File: src/rtl/mv_pkg.sv
package mv_pkg;
  typedef enum logic [1:0] {
    MV_IDLE = 2'd0,
    MV_ONE  = 2'd1,
    MV_AST  = 2'd2
  } mv_mode_e;

  typedef enum logic {
    PH_HI = 1'b0,
    PH_LO = 1'b1
  } mv_phase_e;

  // input bit positions inside the synchronizer vector
  localparam int unsigned IN_POS  = 0;
  localparam int unsigned IN_NEG  = 1;
  localparam int unsigned IN_EN   = 2;
  localparam int unsigned IN_EN_N = 3;
  localparam int unsigned IN_RET  = 4;
  localparam int unsigned IN_RST  = 5;
  localparam int unsigned IN_W    = 6;
endpackage

File: src/rtl/mv_sync.sv
module mv_sync #(
  parameter int unsigned W = 1,
  parameter logic [W-1:0] RST_VAL = '0
) (
  input  logic         clk,
  input  logic         rst_n,
  input  logic [W-1:0] d_i,
  output logic [W-1:0] q_o
);
  for (genvar i = 0; i < W; i++) begin : g_bit
    logic s1_q, s2_q;
    always_ff @(posedge clk or negedge rst_n) begin
      if (!rst_n) begin
        s1_q <= RST_VAL[i];
        s2_q <= RST_VAL[i];
      end else begin
        s1_q <= d_i[i];
        s2_q <= s1_q;
      end
    end
    assign q_o[i] = s2_q;
  end
endmodule

File: src/rtl/mv_phase_timer.sv
module mv_phase_timer
  import mv_pkg::*;
#(
  parameter int unsigned T1_CYC  = 11,
  parameter int unsigned T2_CYC  = 11,
  parameter int unsigned T1S_CYC = 14,
  parameter int unsigned CNT_W   = 4
) (
  input  logic clk,
  input  logic rst_n,
  input  logic launch_i,
  input  logic halt_i,
  input  logic keep_i,
  output logic osc_o,
  output logic period_end_o
);
  logic             active_q;
  mv_phase_e        phase_q;
  logic [CNT_W-1:0] cnt_q;

  assign period_end_o = active_q && (phase_q == PH_LO) && (cnt_q == '0);
  assign osc_o        = active_q && (phase_q == PH_HI);

  always_ff @(posedge clk or negedge rst_n) begin
    if (!rst_n) begin
      active_q <= 1'b0;
      phase_q  <= PH_HI;
      cnt_q    <= '0;
    end else if (halt_i) begin
      active_q <= 1'b0;
      phase_q  <= PH_HI;
      cnt_q    <= '0;
    end else if (launch_i) begin
      active_q <= 1'b1;
      phase_q  <= PH_HI;
      cnt_q    <= CNT_W'(T1S_CYC - 1);
    end else if (active_q) begin
      if (cnt_q != '0) begin
        cnt_q <= cnt_q - 1'b1;
      end else if (phase_q == PH_HI) begin
        phase_q <= PH_LO;
        cnt_q   <= CNT_W'(T2_CYC - 1);
      end else if (keep_i) begin
        phase_q <= PH_HI;
        cnt_q   <= CNT_W'(T1_CYC - 1);
      end else begin
        active_q <= 1'b0;
        phase_q  <= PH_HI;
      end
    end
  end
endmodule

File: src/rtl/mv_ctrl.sv
module mv_ctrl
  import mv_pkg::*;
(
  input  logic     clk,
  input  logic     rst_n,
  input  logic     pos_i,
  input  logic     neg_i,
  input  logic     gate_i,
  input  logic     ret_i,
  input  logic     clr_i,
  input  logic     period_end_i,
  output logic     launch_o,
  output logic     halt_o,
  output logic     keep_o,
  output mv_mode_e mode_o,
  output logic     q_o
);
  mv_mode_e mode_q, mode_d;
  logic     q_q, q_d;
  logic     pend_q, pend_d;
  logic     pos_p, neg_p, ret_p;
  logic     pos_rise, neg_fall, ret_rise, fire;

  assign pos_rise = pos_i & ~pos_p;
  assign neg_fall = ~neg_i & neg_p;
  assign ret_rise = ret_i & ~ret_p;
  assign fire     = (pos_rise & ~neg_i) | (neg_fall & pos_i) | ret_rise;
  assign keep_o   = (mode_q == MV_AST) | pend_q | ret_rise | ret_i;

  always_comb begin
    mode_d   = mode_q;
    q_d      = q_q;
    pend_d   = pend_q;
    launch_o = 1'b0;
    halt_o   = 1'b0;
    if (clr_i) begin
      mode_d = MV_IDLE;
      q_d    = 1'b0;
      pend_d = 1'b0;
      halt_o = 1'b1;
    end else begin
      unique case (mode_q)
        MV_IDLE: begin
          if (gate_i) begin
            mode_d   = MV_AST;
            q_d      = 1'b1;
            launch_o = 1'b1;
          end else if (fire) begin
            mode_d   = MV_ONE;
            q_d      = 1'b1;
            pend_d   = 1'b0;
            launch_o = 1'b1;
          end
        end
        MV_ONE: begin
          pend_d = pend_q | ret_rise;
          if (period_end_i) begin
            pend_d = 1'b0;
            if (!keep_o) begin
              mode_d = MV_IDLE;
              q_d    = 1'b0;
            end
          end
        end
        MV_AST: begin
          if (!gate_i) begin
            mode_d = MV_IDLE;
            q_d    = 1'b0;
            halt_o = 1'b1;
          end else if (period_end_i) begin
            q_d = ~q_q;
          end
        end
        default: begin
          mode_d = MV_IDLE;
          q_d    = 1'b0;
          halt_o = 1'b1;
        end
      endcase
    end
  end

  always_ff @(posedge clk or negedge rst_n) begin
    if (!rst_n) begin
      mode_q <= MV_IDLE;
      q_q    <= 1'b0;
      pend_q <= 1'b0;
      pos_p  <= 1'b0;
      neg_p  <= 1'b0;
      ret_p  <= 1'b0;
    end else begin
      mode_q <= mode_d;
      q_q    <= q_d;
      pend_q <= pend_d;
      pos_p  <= pos_i;
      neg_p  <= neg_i;
      ret_p  <= ret_i;
    end
  end

  assign mode_o = mode_q;
  assign q_o    = q_q;
endmodule

File: src/rtl/rc_multivib.sv
module rc_multivib
  import mv_pkg::*;
#(
  parameter int unsigned T1_CYC  = 11,
  parameter int unsigned T2_CYC  = 11,
  parameter int unsigned T1S_CYC = 14
) (
  input  logic clk,
  input  logic rst_n,
  input  logic trig_pos_i,
  input  logic trig_neg_i,
  input  logic gate_en_i,
  input  logic gate_en_n_i,
  input  logic retrig_i,
  input  logic ext_rst_i,
  output logic q_o,
  output logic q_n_o,
  output logic osc_o
);
  localparam int unsigned MAX12 = (T1_CYC > T2_CYC) ? T1_CYC : T2_CYC;
  localparam int unsigned MAXT  = (T1S_CYC > MAX12) ? T1S_CYC : MAX12;
  localparam int unsigned CNT_W = $clog2(MAXT + 1);
  localparam logic [IN_W-1:0] SYNC_RST = IN_W'(1) << IN_EN_N;

  logic [IN_W-1:0] raw, syn;
  logic            rst_s, gate_s;
  logic            launch, halt, keep, period_end;
  mv_mode_e        mode_q;

  assign raw[IN_POS]  = trig_pos_i;
  assign raw[IN_NEG]  = trig_neg_i;
  assign raw[IN_EN]   = gate_en_i;
  assign raw[IN_EN_N] = gate_en_n_i;
  assign raw[IN_RET]  = retrig_i;
  assign raw[IN_RST]  = ext_rst_i;

  mv_sync #(.W(IN_W), .RST_VAL(SYNC_RST)) u_sync (
    .clk(clk), .rst_n(rst_n), .d_i(raw), .q_o(syn)
  );

  assign rst_s  = syn[IN_RST];
  assign gate_s = syn[IN_EN] | ~syn[IN_EN_N];

  mv_ctrl u_ctrl (
    .clk(clk), .rst_n(rst_n),
    .pos_i(syn[IN_POS]), .neg_i(syn[IN_NEG]), .gate_i(gate_s),
    .ret_i(syn[IN_RET]), .clr_i(rst_s), .period_end_i(period_end),
    .launch_o(launch), .halt_o(halt), .keep_o(keep),
    .mode_o(mode_q), .q_o(q_o)
  );

  mv_phase_timer #(
    .T1_CYC(T1_CYC), .T2_CYC(T2_CYC), .T1S_CYC(T1S_CYC), .CNT_W(CNT_W)
  ) u_timer (
    .clk(clk), .rst_n(rst_n), .launch_i(launch), .halt_i(halt),
    .keep_i(keep), .osc_o(osc_o), .period_end_o(period_end)
  );

  assign q_n_o = ~q_o;
endmodule

File: config.mk
export PLATFORM = sky130hd
export DESIGN_NAME = rc_multivib
export DESIGN_NICKNAME = d
export VERILOG_FILES = /design/src/rtl/mv_pkg.sv /design/src/rtl/mv_sync.sv /design/src/rtl/mv_phase_timer.sv /design/src/rtl/mv_ctrl.sv /design/src/rtl/rc_multivib.sv
export SDC_FILE = /design/constraint.sdc
export NUM_CORES = 1
export LEC_CHECK = 0
export BUFFER_PORTS_ARGS = -buffer_cell sky130_fd_sc_hd__buf_4
export CAP_MARGIN = 20
export CORE_ASPECT_RATIO = 1.2
export CORE_UTILIZATION = 30
export CTS_CLUSTER_DIAMETER = 80
export DETAILED_ROUTE_END_ITERATION = 16
export MAX_ROUTING_LAYER = met4
export SYNTH_ARGS = -nofsm -noshare
export SYNTH_HDL_FRONTEND = slang
export SYNTH_SLANG_ARGS = --single-unit
File: constraint.sdc
create_clock -name clk -period 2 [get_ports clk]
set_input_delay 0 -clock clk [delete_from_list [all_inputs] [get_ports clk]]
set_output_delay 0 -clock clk [all_outputs]
set_load 0.02 [all_outputs]
### After elaboration in Yosys (flattened, before gate mapping)

Index checks and enable logic that the tools add are counted.

* logic and storage cells: 109
* input port bits: 8
* output and inout bits: 3
* memories kept: 0
* bits in latches: 0
* flip-flop bits (word level): 25
* ROM bits: 0
* RAM bits: 0

* order comparisons: 0
* $add $sub $neg: 1
* bitwise gates (word level): 18
* shift operators: 0
* multipliers: 0
* multiplexer cells: 44
* reductions and logical operators: 14
* equal/unequal tests: 11
* div/mod/pow operators: 0

Operator list (count)
* 1-bit 2-to-1 mux: 28
* 4-bit 2-to-1 mux: 6
* 3-bit inequality test (second input constant): 5
* 2-bit 2-to-1 mux: 6
* 4-bit AND reduction: 2
* 1-bit bitwise OR: 7
* 1-bit NOT: 6
* 2-bit one-hot mux with 3 select lines: 1
* 3-bit nonzero test: 2
* 1-bit AND: 5
* 5-bit inequality test (second input constant): 1
* 4-bit zero test: 1
* 4-bit by 2-bit inequality test with 1-bit output (second input constant): 1
* 4-bit inequality test (second input constant): 1
* 1-bit one-hot mux with 2 select lines: 2
* 2-bit AND reduction: 2
* 4-bit nonzero test: 1
* 4-bit by 1-bit subtractor with 4-bit output (second input constant): 1
* 1-bit logical AND: 3
* 3-bit by 2-bit inequality test with 1-bit output (second input constant): 1
* 1-bit one-hot mux with 3 select lines: 1
* 3-bit AND reduction: 1
* 2-bit by 1-bit equality test with 1-bit output (second input constant): 1
* 2-bit equality test (second input constant): 1
* other kinds (2): 2

### Longest topological paths before layout

Gate-level depths: netlist of run 1.

* depth after elaboration: 11
* mapped depth: 6
* depth with buffers taken out: 6

### Cells and area by module

A second synthesis of run 1 with hierarchy kept.

* cell total of the unflattened synthesis: 96
* area, all modules: 1112.3 um^2

By module, submodules not included
* mv_ctrl: area each 394.1 um^2, times used 1, seq. area each 175.2 um^2, cells an instance 38
* mv_phase_timer: area each 360.3 um^2, times used 1, seq. area each 150.1 um^2, cells an instance 38
* mv_sync: area each 347.8 um^2, times used 1, seq. area each 302.8 um^2, cells an instance 18
* rc_multivib: area each 10.0 um^2, times used 1, seq. area each 0.0 um^2, cells an instance 2

### Worst setup path before layout of run 1

OpenSTA, ideal clock, no wires.

* kind: register to register
* from: register u_timer.cnt_q[0]
* to: register u_timer.cnt_q[1]
* buffers on the path: 0
* library setup time: 0.066 ns
* slack: 0.448 ns
* arrival time: 1.486 ns
* clock period less this slack: 1.552 ns
* required time: 1.934 ns
* cell stages (with the launch flop): 7
* path through: dfrtp_1 inv_1 ha_1 nand4bb_1 o41ai_2 mux2i_1 o311a_1

* longest elaborated chain between the ends: 5
* elaborated cells on any way between the ends: 8
* classes of those cells: 1 x add/sub; 1 x eq/ne; 4 x mux; 2 x reduce/logical

Ends and longest elaborated chain
* from (decl): line mv_phase_timer.sv:19 `logic [CNT_W-1:0] cnt_q;`
* from (signal assigned): line mv_phase_timer.sv:36 `cnt_q <= CNT_W'(T1S_CYC - 1);`
* from (signal assigned): line mv_phase_timer.sv:39 `cnt_q <= cnt_q - 1'b1;`
* from (signal assigned): line mv_phase_timer.sv:42 `cnt_q <= CNT_W'(T2_CYC - 1);`
* 4-bit by 1-bit subtractor with 4-bit output / 4-bit nonzero test (equally long branches): line mv_phase_timer.sv:39, mv_phase_timer.sv:38
* 4-bit 2-to-1 mux: line mv_phase_timer.sv:38 `if (cnt_q != '0) begin`
* 4-bit 2-to-1 mux: line mv_phase_timer.sv:37 `end else if (active_q) begin`
* 4-bit 2-to-1 mux: line mv_phase_timer.sv:33 `end else if (launch_i) begin`
* 4-bit 2-to-1 mux: line mv_phase_timer.sv:29 `end else if (halt_i) begin`

Several ways; a longest one is shown, not always the timed one. The select of a mux whose other input is x is not followed.
A chain may end at the register's enable or synchronous reset.

### Final worst setup path of run 1

Ends and elaborated chain as after synthesis.

==> run summary, run 1 <==
STATUS
---------------------------------------------------------------------------------------
Run status                                                                 finished, final reports clean

ROUTING
---------------------------------------------------------------------------------------
Routed length per instance                                                     12.75 um
Number of violations reported at the end of detailed-routing iteration 0             18
Per-cell via count in the routed design                                           5.028
DRC violation count after routing                                                     0
Routed WL                                                                      1.798 mm
Pre-Repair DR Iteration Count                                                         4
Total number of vias                                                                709
Antenna viol nets, final                                                              0

FLOORPLANNING
---------------------------------------------------------------------------------------
Total Die Area                                                                3642 um^2
Initial Utilization                                                              32.54%
Number of standard-cell rows in the floorplan                                        22
Horizontal die dimension                                                       55.26 um
Core area                                                                     3138 um^2
Vertical die dimension                                                         65.91 um
I/O pins                                                                             11

SYNTHESIS
---------------------------------------------------------------------------------------
Synthesized instance count                                                           84
Most used flip-flop cell after synthesis                                   sky130_fd_sc_hd__dfrtp_1
Share of async-settable or async-resettable flops after synthesis                100.0%
Number of enable flip-flop cells after synthesis                                      0
Syn nets                                                                             93
Largest area contributor in the netlist                                    sky130_fd_sc_hd__dfrtp_1
Most area-consuming cells after synthesis                                  sky130_fd_sc_hd__dfrtp_1, sky130_fd_sc_hd__dfstp_2, sky130_fd_sc_hd__nor2_1
Cell with the most instances after synthesis                               sky130_fd_sc_hd__dfrtp_1
Average cell area after synthesis                                            12.15 um^2
Yosys top cell area share                                                        56.37%
Yosys warning total                                                                   0
Distinct cell type count of the synthesized netlist                                  34
Leading post-synthesis cells by instance count                             sky130_fd_sc_hd__dfrtp_1, sky130_fd_sc_hd__nor2_1, sky130_fd_sc_hd__inv_1, sky130_fd_sc_hd__a21oi_1, sky130_fd_sc_hd__nand2_1
Fraction of the yosys area taken by sequential cells                             61.52%
Register bit total from synthesis                                                    25
Syn Std Cell Area                                                             1021 um^2

WORST HOLD PATH
---------------------------------------------------------------------------------------
Path category of the worst min-delay check                                 primary input to async pin

GRT
---------------------------------------------------------------------------------------
Remaining global-route overflow                                                       0
Number of global-route vias before repair                                           740
Total Routing Usage GR                                                           11.21%
Antenna violations before repair                                                      0
Largest net degree at the start of global routing                                    26
Wire length of the first global-routing pass                                   3.105 mm

PLACE
---------------------------------------------------------------------------------------
Worst setup slack after placement                                             0.2472 ns
Number of port buffers                                                               10
Post-detailed-placement half-perimeter wirelength                              1.239 mm
Weighted congestion reported at the end of routability-driven placement          0.7552

PWR
---------------------------------------------------------------------------------------
Leakage component of the power                                                0.5619 nW
Peak supply drop                                                               556.1 uV
Post-route total power                                                        0.9519 mW
Power Dens Cells                                                           766.1 nW/um^2

TIMING
---------------------------------------------------------------------------------------
Sum of negative setup slack                                                        0 ns
Unrepaired setup endpoints after global routing                                      no
Setup WS post-layout                                                          0.2215 ns
Upper clock frequency limit                                                   562.3 MHz
Number of max-slew violations in the final report                                     0
Hold Fails Final Rpt                                                                  0
Post-route fraction of the period consumed by the critical path                  88.93%
Worst-Margin Slew                                                             0.4864 ns
Post-Route Skew                                                             0.004431 ns
Setup violation total in the final timing report                                      0
Slew margin rel.                                                                 67.22%
Min cycle time layout                                                          1.779 ns

CLOCK TREE
---------------------------------------------------------------------------------------
Clock sink count                                                                     25
CTS H-tree lvls                                                                       1
Clk pin slew, worst setup/hold paths                                            0.14 ns
CTS Buffer Depth                                                                      2
Clock root buffer master                                                   sky130_fd_sc_hd__clkbuf_4
Number of CTS-inserted buffers                                                        3
Later-pin clock latency in the skew report                                      0.32 ns
Count of buffers added by post-CTS timing repair for setup                            0
CTS tree                                                                           done

FINISH
---------------------------------------------------------------------------------------
Number of nets in the layout                                                        115
Post-layout util                                                                 39.59%
Share of final-layout standard cells stronger than drive strength 1              21.90%
Synth-to-Final Area Change                                                       21.69%
Antenna Cells                                                                         0

WORST SETUP PATH
---------------------------------------------------------------------------------------
Slowest library cell on the worst path                                     sky130_fd_sc_hd__dfrtp_1
Worst EP required                                                               2.28 ns
Sort of element at the end of the critical path                                register
Critical path fanouts, max                                                            5
Critical Path Max Stage Delay                                                   0.42 ns
Crit path arrival time                                                          2.05 ns
Critical Path, Cell by Cell                                                inv_1 -> ha_1 -> nand4bb_1 -> o41ai_2 -> mux2i_1 -> o311a_1
Kind of critical path                                                      register to register
Startpoint class of the critical path                                          register

RUN
---------------------------------------------------------------------------------------
Maxcap violations                                                                     0

## cell usage in the layout, fill, tap and decap left out, types with 3 or more instances in the layout
master,netlist,routed
sky130_fd_sc_hd__nand2b_1,3,3
sky130_fd_sc_hd__nand2_1,4,4
sky130_fd_sc_hd__dfrtp_1,23,23
sky130_fd_sc_hd__inv_1,6,6
sky130_fd_sc_hd__clkbuf_4,0,3
sky130_fd_sc_hd__buf_4,0,10
sky130_fd_sc_hd__nor2_1,7,7
sky130_fd_sc_hd__dlygate4sd3_1,0,7
sky130_fd_sc_hd__nor3_1,3,3
sky130_fd_sc_hd__a21oi_1,5,5
## registers in the layout, indices dropped and copies added (netlist names)
name	count
u_sync.g_bit.s1_q	6
u_ctrl.mode_o	2
u_ctrl.neg_p	1
u_sync.g_bit.s2_q	6
u_ctrl.ret_p	1
u_timer.active_q	1
u_ctrl.pos_p	1
u_timer.cnt_q	4
u_timer.phase_q	1
u_ctrl.q_o	1
u_ctrl.pend_q	1
## worst max-delay path, delay by kind of cell, from the launching register on
family                     cells  cell delay (ns)
AOI/OAI and AO/OA              2             0.59
DFF                            1             0.42
muxes                          1             0.25
adders and majority gates      1             0.24
and+or+nand+nor                1             0.14
buffers and inverters          1             0.09
## metrics by stage
stage	hold slack, ns	cells	instance area [um^2]
6_report	0.08505	141	1242
2_1_floorplan	-0.2956	84	1021
3_3_place_gp	-0.08380	130	1141
5_1_grt	0.1167	141	1242
3_5_place_dp	-0.08210	130	1141
4_1_cts	0.09555	141	1242
## report_power, final
group	switching (mW)	internal, mW
Clock	0.160	0.0814
Combinational	0.0762	0.0713
Sequential	0.0258	0.538
## per-layer routing
layer  wire length [um]  part of all wire [%]  GRT usage (%)  up-vias
met5                  0                     0              -        -
met4                  0                     0          4.063        0
met3                 57                   3.2          3.523        0
met2                932                    52          19.58       15
met1                807                    45          12.03      351
li1                   -                     -              -      343
## timing repair
item / in CTS / in global routing
hold buffers: 7 / 0
resized for setup: 0 / 0
hold endpoints to repair: 31 / 0
## cell type report
cell class / instances / area (um^2)
clock buffer: 3 / 22.52
tap: 36 / 45.04
timing repair buffer: 17 / 145.1
fill: 320 / 1896
clock inverter: 1 / 8.758
inverter: 6 / 22.52
sequential: 25 / 628.1
multi-input combinational: 53 / 370.4
## path summary, 6_finish.rpt
check / start / end / slack (ns) / cells after the start
setup / recovery: u_timer.cnt_q[0] / u_timer.cnt_q[1] / 0.22 / 6
hold reg to reg: u_sync.g_bit[5].s1_q / u_sync.g_bit[5].s2_q / 0.36 / 0
hold / removal: rst_n / u_timer.active_q / 0.09 / 2
max in group asynchronous: rst_n / u_sync.g_bit[3].s2_q / 1.62 / 2
setup reg to reg: u_timer.cnt_q[0] / u_timer.cnt_q[1] / 0.22 / 6
min in group clk: ext_rst_i / u_sync.g_bit[5].s1_q / 0.31 / 2
## cells by family after synthesis
logic type | after synthesis | share of synthesized area [%]
simple gates | 27 | 15.32
flops | 25 | 61.52
compound gates | 22 | 16.91
buf+inv | 6 | 2.206
mux | 2 | 1.961
xor+xnor | 1 | 0.8580
fa+ha+maj | 1 | 1.225
Power figures use the tool's default switching activity.
==> inputs of run 2 (changes only) <==
==> constraint.sdc (replaced) <==
create_clock -name clk -period 2.3 [get_ports clk]
set_input_delay 0 -clock clk [delete_from_list [all_inputs] [get_ports clk]]
set_output_delay 0 -clock clk [all_outputs]
set_load 0.01 [all_outputs]
==> run 2 against run 1 <==
Against the previous run: final area fell by 0.10%; maximum frequency down 0.43%; hold slack better by 0.013 ns; global-route usage fell by 0.43 points; highest routed layer is now met4.
==> run summary, run 2 (synthesized netlist as in run 1, its figures left out) <==
STATUS
---------------------------------------------------------------------------------------
Run status                                                                 finished, final reports clean

CLOCK TREE
---------------------------------------------------------------------------------------
Later-pin clock latency in the skew report                                      0.31 ns   about the same
CTS H-tree lvls                                                                       1   unchanged
Clk pin slew, worst setup/hold paths                                            0.14 ns   about the same
Clock sink count                                                                     25   unchanged
Number of CTS-inserted buffers                                                        3   unchanged
Count of buffers added by post-CTS timing repair for setup                            0   unchanged
CTS tree                                                                           done
Clock root buffer master                                                   sky130_fd_sc_hd__clkbuf_4
CTS Buffer Depth                                                                      2   unchanged

ROUTING
---------------------------------------------------------------------------------------
Total number of vias                                                                729   +2.8%
Number of violations reported at the end of detailed-routing iteration 0             14   -4
Antenna viol nets, final                                                              0   unchanged
Pre-Repair DR Iteration Count                                                         4   unchanged
Per-cell via count in the routed design                                           5.170   +2.8%
Routed WL                                                                      1.789 mm   -0.50%
DRC violation count after routing                                                     0   unchanged
Routed length per instance                                                     12.69 um   -0.50%

TIMING
---------------------------------------------------------------------------------------
Slew margin rel.                                                                 66.82%   -0.40 points
Hold Fails Final Rpt                                                                  0   unchanged
Upper clock frequency limit                                                   559.8 MHz   -0.43%
Min cycle time layout                                                          1.786 ns   +0.007703 ns
Setup WS post-layout                                                          0.5138 ns   +0.2923 ns
Number of max-slew violations in the final report                                     0   unchanged
Worst-Margin Slew                                                             0.4923 ns   +0.005891 ns
Sum of negative setup slack                                                        0 ns   unchanged
Post-route fraction of the period consumed by the critical path                  77.66%   -11 points
Post-Route Skew                                                             0.005598 ns   +0.001166 ns
Setup violation total in the final timing report                                      0   unchanged
Unrepaired setup endpoints after global routing                                      no

WORST SETUP PATH
---------------------------------------------------------------------------------------
Worst EP required                                                               2.56 ns   +0.28 ns
Critical Path Max Stage Delay                                                   0.43 ns   about the same
Crit path arrival time                                                          2.05 ns   about the same
Slowest library cell on the worst path                                     sky130_fd_sc_hd__o41ai_2
Startpoint class of the critical path                                          register
Dominant delay contributor by cell family on the critical path             compound AO/OA/AOI/OAI gates
Critical Path, Cell by Cell                                                inv_1 -> ha_1 -> nand4bb_1 -> o41ai_2 -> mux2i_1 -> o311a_1
Buf/Inv on CP                                                                         1   unchanged
Sort of element at the end of the critical path                                register
Critical path fanouts, max                                                            5   unchanged
Kind of critical path                                                      register to register

GRT
---------------------------------------------------------------------------------------
Total Routing Usage GR                                                           10.78%   -0.43 points
Number of global-route vias before repair                                           748   +1.1%
Remaining global-route overflow                                                       0   unchanged
Largest net degree at the start of global routing                                    26   unchanged
Antenna violations before repair                                                      0   unchanged
Wire length of the first global-routing pass                                   3.029 mm   -2.4%

PLACE
---------------------------------------------------------------------------------------
Post-detailed-placement half-perimeter wirelength                              1.266 mm   +2.2%
Worst setup slack after placement                                             0.5722 ns   +0.3250 ns
Post-detailed-placement cell area                                             1141 um^2   unchanged
Weighted congestion reported at the end of routability-driven placement          0.7550   about the same
Number of port buffers                                                               10   unchanged

PWR
---------------------------------------------------------------------------------------
Clock Power Share                                                                 23.9%   -1.4 points
Leakage component of the power                                                0.5575 nW   -0.78%
Peak supply drop                                                               368.4 uV   -34%
Power dissipated by switching net loads                                       0.2092 mW   -20%
Sw frac                                                                          26.00%   -1.5 points
Internal cell power                                                           0.5953 mW   -14%
Combinational share of power                                                      15.3%   -0.2 points
Portion of total power attributed to sequential cells                             60.8%   +1.6 points
Power Dens Cells                                                           648.1 nW/um^2   -15%

FINISH
---------------------------------------------------------------------------------------
Share of final-layout standard cells stronger than drive strength 1              21.90%   unchanged
Area used by multi-input combinational logic                                 370.4 um^2   unchanged
Highest-count cells in the layout ignoring fill and taps                   sky130_fd_sc_hd__dfrtp_1, sky130_fd_sc_hd__buf_4, sky130_fd_sc_hd__nor2_1, sky130_fd_sc_hd__dlygate4sd3_1, sky130_fd_sc_hd__inv_1
Antenna Cells                                                                         0   unchanged
Synth-to-Final Area Change                                                       21.57%
Register area                                                                628.1 um^2   unchanged
Most common cell after layout, fill and taps aside                         sky130_fd_sc_hd__dfrtp_1
Number of nets in the layout                                                        115   unchanged
Total non-filler cell area in the finished layout                             1241 um^2   -0.10%
Largest registers in the final layout                                      u_sync.g_bit.s1_q: 6 flops, u_sync.g_bit.s2_q: 6 flops, u_timer.cnt_q: 4 flops
FILL cells                                                                          318   -0.63%

WORST HOLD PATH
---------------------------------------------------------------------------------------
Path category of the worst min-delay check                                 primary input to async pin

FLOORPLANNING
---------------------------------------------------------------------------------------
Total Die Area                                                                3642 um^2   unchanged
Number of standard-cell rows in the floorplan                                        22   unchanged
Vertical die dimension                                                         65.91 um   unchanged
Core area                                                                     3138 um^2   unchanged
Initial Utilization                                                              32.54%   unchanged
I/O pins                                                                             11   unchanged
Horizontal die dimension                                                       55.26 um   unchanged

RUN
---------------------------------------------------------------------------------------
Maxcap violations                                                                     0   unchanged

run 2: routing by layer:
layer / track usage (%) / vias up / share of wire (%)
met5: - / - / 0
met4: 4.375 / 0 / 2.2
met3: 2.348 / 6 / 3.2
met2: 20.03 / 17 / 51
met1: 11.06 / 365 / 43
li1: - / 341 / -
run 2: final cells by class:
cell class | instances | area share [%]
flip-flops and latches | 25 | 50.60
multi-input cells | 53 | 29.84
repair buffers | 17 | 11.69
well taps | 36 | 3.629
clock buffers | 3 | 1.815
inverters | 6 | 1.815
clock inverters | 1 | 0.6048
run 2: repair_timing:
item | in CTS | in global routing
hold buffers | 7 | 0
resized for setup | 0 | 0
hold endpoints to repair | 31 | 0
run 2: path summary, 6_finish.rpt:
path / startpoint / end / slack [ns] / cells after the start
max reg2reg: u_timer.cnt_q[0] / u_timer.cnt_q[1] / 0.51 / 6
max: u_timer.cnt_q[0] / u_timer.cnt_q[1] / 0.51 / 6
min: rst_n / u_timer.active_q / 0.1 / 2
min reg2reg: u_sync.g_bit[4].s1_q / u_sync.g_bit[4].s2_q / 0.36 / 0
min in group clk: ext_rst_i / u_sync.g_bit[5].s1_q / 0.32 / 2
max in group asynchronous: rst_n / u_sync.g_bit[3].s1_q / 1.91 / 2
run 2: power by group through the flow:
stage / clock (mW) / sequential [mW] / combinational [mW]
floorplan: 0 / 0.493 / 0.0718
global placement: 0 / 0.496 / 0.112
detailed placement: 0 / 0.498 / 0.114
CTS: 0.203 / 0.490 / 0.124
global route: 0.225 / 0.494 / 0.136
finish: 0.192 / 0.489 / 0.123
run 2: worst register-to-register path: stages (launching register included):
cell and delay, ns:
sky130_fd_sc_hd__dfrtp_1 0.42, sky130_fd_sc_hd__inv_1 0.09, sky130_fd_sc_hd__ha_1 0.24, sky130_fd_sc_hd__nand4bb_1 0.14, sky130_fd_sc_hd__o41ai_2 0.43, sky130_fd_sc_hd__mux2i_1 0.25, sky130_fd_sc_hd__o311a_1 0.17
run 2: stage by stage:
step	hold WS, ns	util, %	total power, mW	std cells
CTS	0.1046	39.55	0.8172	141
global route	0.1286	39.55	0.8547	141
finish	0.09791	39.55	0.8045	141
global placement	-0.08379	36.36	0.6083	130
detailed placement	-0.08141	36.36	0.6126	130
floorplan	-0.2956	-	0.5649	84
==> inputs of run 3 (changes only) <==
- clock period: 2.3 -> 1.8 ns (I/O delays scaled with it)
==> run 3 against run 2 <==
Against the previous run: cell count is 0.71% higher; combinational power grew 32%; clock power increased by 30%; first-iteration DRC count increased to 3.2 times the previous value.
==> run summary, run 3 (synthesized netlist as in run 1, its figures left out) <==
STATUS
---------------------------------------------------------------------------------------
Run status                                                                 finished, final reports clean

TIMING
---------------------------------------------------------------------------------------
Worst-Margin Slew                                                             0.3446 ns   -0.1477 ns
Number of max-slew violations in the final report                                     0   unchanged
Slew margin rel.                                                                 76.87%   +10 points
Setup violation total in the final timing report                                      0   unchanged
Sum of negative setup slack                                                        0 ns   unchanged
Hold Fails Final Rpt                                                                  0   unchanged
Post-Route Skew                                                              0.01146 ns   +0.005862 ns
Upper clock frequency limit                                                   583.3 MHz   +4.2%
Unrepaired setup endpoints after global routing                                      no
Min cycle time layout                                                          1.714 ns   -0.07196 ns
Post-route fraction of the period consumed by the critical path                  95.24%   +18 points

CLOCK TREE
---------------------------------------------------------------------------------------
Number of CTS-inserted buffers                                                        3   unchanged
CTS H-tree lvls                                                                       1   unchanged
Clock sink count                                                                     25   unchanged
Clock root buffer master                                                   sky130_fd_sc_hd__clkbuf_4
CTS Buffer Depth                                                                      2   unchanged
Clk pin slew, worst setup/hold paths                                            0.14 ns   about the same
CTS tree                                                                           done
Later-pin clock latency in the skew report                                      0.32 ns   about the same

GRT
---------------------------------------------------------------------------------------
Total Routing Usage GR                                                           11.65%   +0.87 points
Wire length of the first global-routing pass                                   3.208 mm   +5.9%
Remaining global-route overflow                                                       0   unchanged
Antenna violations before repair                                                      0   unchanged
Largest net degree at the start of global routing                                    26   unchanged
Number of global-route vias before repair                                           772   +3.2%

PLACE
---------------------------------------------------------------------------------------
Post-detailed-placement cell area                                             1149 um^2   +0.66%
Weighted congestion reported at the end of routability-driven placement          0.7824   +3.6%
Post-detailed-placement half-perimeter wirelength                              1.327 mm   +4.8%
Number of port buffers                                                               10   unchanged

FINISH
---------------------------------------------------------------------------------------
Share of final-layout standard cells stronger than drive strength 1              23.58%   +1.7 points
Most common cell after layout, fill and taps aside                         sky130_fd_sc_hd__dfrtp_1
Antenna Cells                                                                         0   unchanged
Post-layout util                                                                 39.87%   +0.32 points
Highest-count cells in the layout ignoring fill and taps                   sky130_fd_sc_hd__dfrtp_1, sky130_fd_sc_hd__buf_4, sky130_fd_sc_hd__nor2_1, sky130_fd_sc_hd__dlygate4sd3_1, sky130_fd_sc_hd__inv_1
Largest registers in the final layout                                      u_sync.g_bit.s1_q: 6 flops, u_sync.g_bit.s2_q: 6 flops, u_timer.cnt_q: 4 flops
Total non-filler cell area in the finished layout                             1251 um^2   +0.81%
Number of nets in the layout                                                        116   +0.87%
Synth-to-Final Area Change                                                       22.55%

WORST SETUP PATH
---------------------------------------------------------------------------------------
Kind of critical path                                                      register to register
Sort of element at the end of the critical path                                register
Register-to-Register Path Depth                                                       6   unchanged
Crit path arrival time                                                          1.94 ns   -0.11 ns
Critical path fanouts, max                                                            5   unchanged
Worst r2r src                                                              u_timer.cnt_q[0]
R2r endpoint                                                                 u_ctrl.q_o
Startpoint class of the critical path                                          register
Setup slack of the most critical reg-to-reg path                                0.09 ns   -0.43 ns
Worst EP required                                                               2.03 ns   -0.53 ns

PWR
---------------------------------------------------------------------------------------
Clock Power Share                                                                 24.1%   +0.2 points
Power Dens Cells                                                           829.4 nW/um^2   +28%
Leakage component of the power                                                0.5609 nW   +0.60%
Internal cell power                                                           0.7640 mW   +28%
Portion of total power attributed to sequential cells                             60.2%   -0.6 points
Sw frac                                                                          26.39%   +0.38 points
Peak supply drop                                                               492.9 uV   +34%
Power dissipated by switching net loads                                       0.2738 mW   +31%
Combinational share of power                                                      15.6%   +0.3 points

ROUTING
---------------------------------------------------------------------------------------
Per-cell via count in the routed design                                           5.035   -2.6%
Routed length per instance                                                     12.98 um   +2.3%
Routed WL                                                                      1.843 mm   +3.0%
Total number of vias                                                                715   -1.9%
Number of violations reported at the end of detailed-routing iteration 0             45   +31
Pre-Repair DR Iteration Count                                                         4   unchanged
DRC violation count after routing                                                     0   unchanged
Antenna viol nets, final                                                              0   unchanged

FLOORPLANNING
---------------------------------------------------------------------------------------
I/O pins                                                                             11   unchanged
Horizontal die dimension                                                       55.26 um   unchanged
Number of standard-cell rows in the floorplan                                        22   unchanged
Initial Utilization                                                              32.54%   unchanged
Vertical die dimension                                                         65.91 um   unchanged
Core area                                                                     3138 um^2   unchanged
Total Die Area                                                                3642 um^2   unchanged

RUN
---------------------------------------------------------------------------------------
Maxcap violations                                                                     0   unchanged

WORST HOLD PATH
---------------------------------------------------------------------------------------
Path category of the worst min-delay check                                 primary input to async pin

## run 3: cell count changes in the layout (fill, tap and decap cells not counted), sizes merged
cell,change
buf,+1
## run 3: how the worst max path moves through the flow
stage | startpoint | endpoint | slack (ns) | cells past startpoint
after floorplan | u_timer.cnt_q[0] | u_timer.cnt_q[1] | 0.25 | 6
after global placement | u_timer.cnt_q[0] | u_ctrl.q_o | 0.16 | 6
after detailed placement | u_timer.cnt_q[0] | u_ctrl.q_o | 0.1 | 6
after CTS | u_timer.cnt_q[0] | u_ctrl.q_o | 0.06 | 6
after global routing | u_timer.cnt_q[0] | u_ctrl.q_o | 0.03 | 6
final | u_timer.cnt_q[0] | u_ctrl.q_o | 0.09 | 6
## run 3: power groups by stage
stage               logic [mW]  clock network (mW)  registers [mW]
finish                   0.162               0.250           0.625
global route             0.180               0.279           0.632
CTS                      0.163               0.261           0.625
detailed placement       0.150                   0           0.636
global placement         0.146                   0           0.634
floorplan               0.0918                   0           0.630
## run 3: area by class of cell
class	instances	area [um^2]
fill	312	1887
sequential	25	628.1
multi-input combinational	53	372.9
timing repair buffer	18	152.6
tap	36	45.04
clock buffer	3	22.52
inverter	6	22.52
clock inverter	1	7.507
## run 3: critical path, cell delays in order (launching register included)
cell and delay (ns):
sky130_fd_sc_hd__dfrtp_1 0.42, sky130_fd_sc_hd__inv_1 0.09, sky130_fd_sc_hd__ha_2 0.22, sky130_fd_sc_hd__and4bb_4 0.28, sky130_fd_sc_hd__a21oi_1 0.09, sky130_fd_sc_hd__a221o_1 0.33, sky130_fd_sc_hd__a22oi_1 0.19
## run 3: layer usage
metal / wire length [um] / up-vias / track usage (%)
met4: 0 / 0 / 3.750
met1: 797 / 358 / 12.69
met2: 973 / 15 / 21.39
li1: - / 342 / -
met3: 73 / 0 / 2.348
met5: 0 / - / -
## run 3: what timing repair did
item	in CTS	in global routing
hold endpoints to repair	31	0
hold buffers	7	0
buffers inserted	0	0
setup endpoints to repair	0	1
resized for setup	0	1
## run 3: through the flow
stage                     setup WS (ns)  total power [mW]  hold slack (ns)  instances
final                           0.08573             1.038          0.09256        142
after global routing            0.02695             1.091           0.1324        142
after CTS                       0.05865             1.049           0.1025        142
after detailed placement        0.09835            0.7867         -0.08072        131
after global placement           0.1613            0.7801         -0.08401        131
after floorplan                  0.2479            0.7218          -0.2956         84
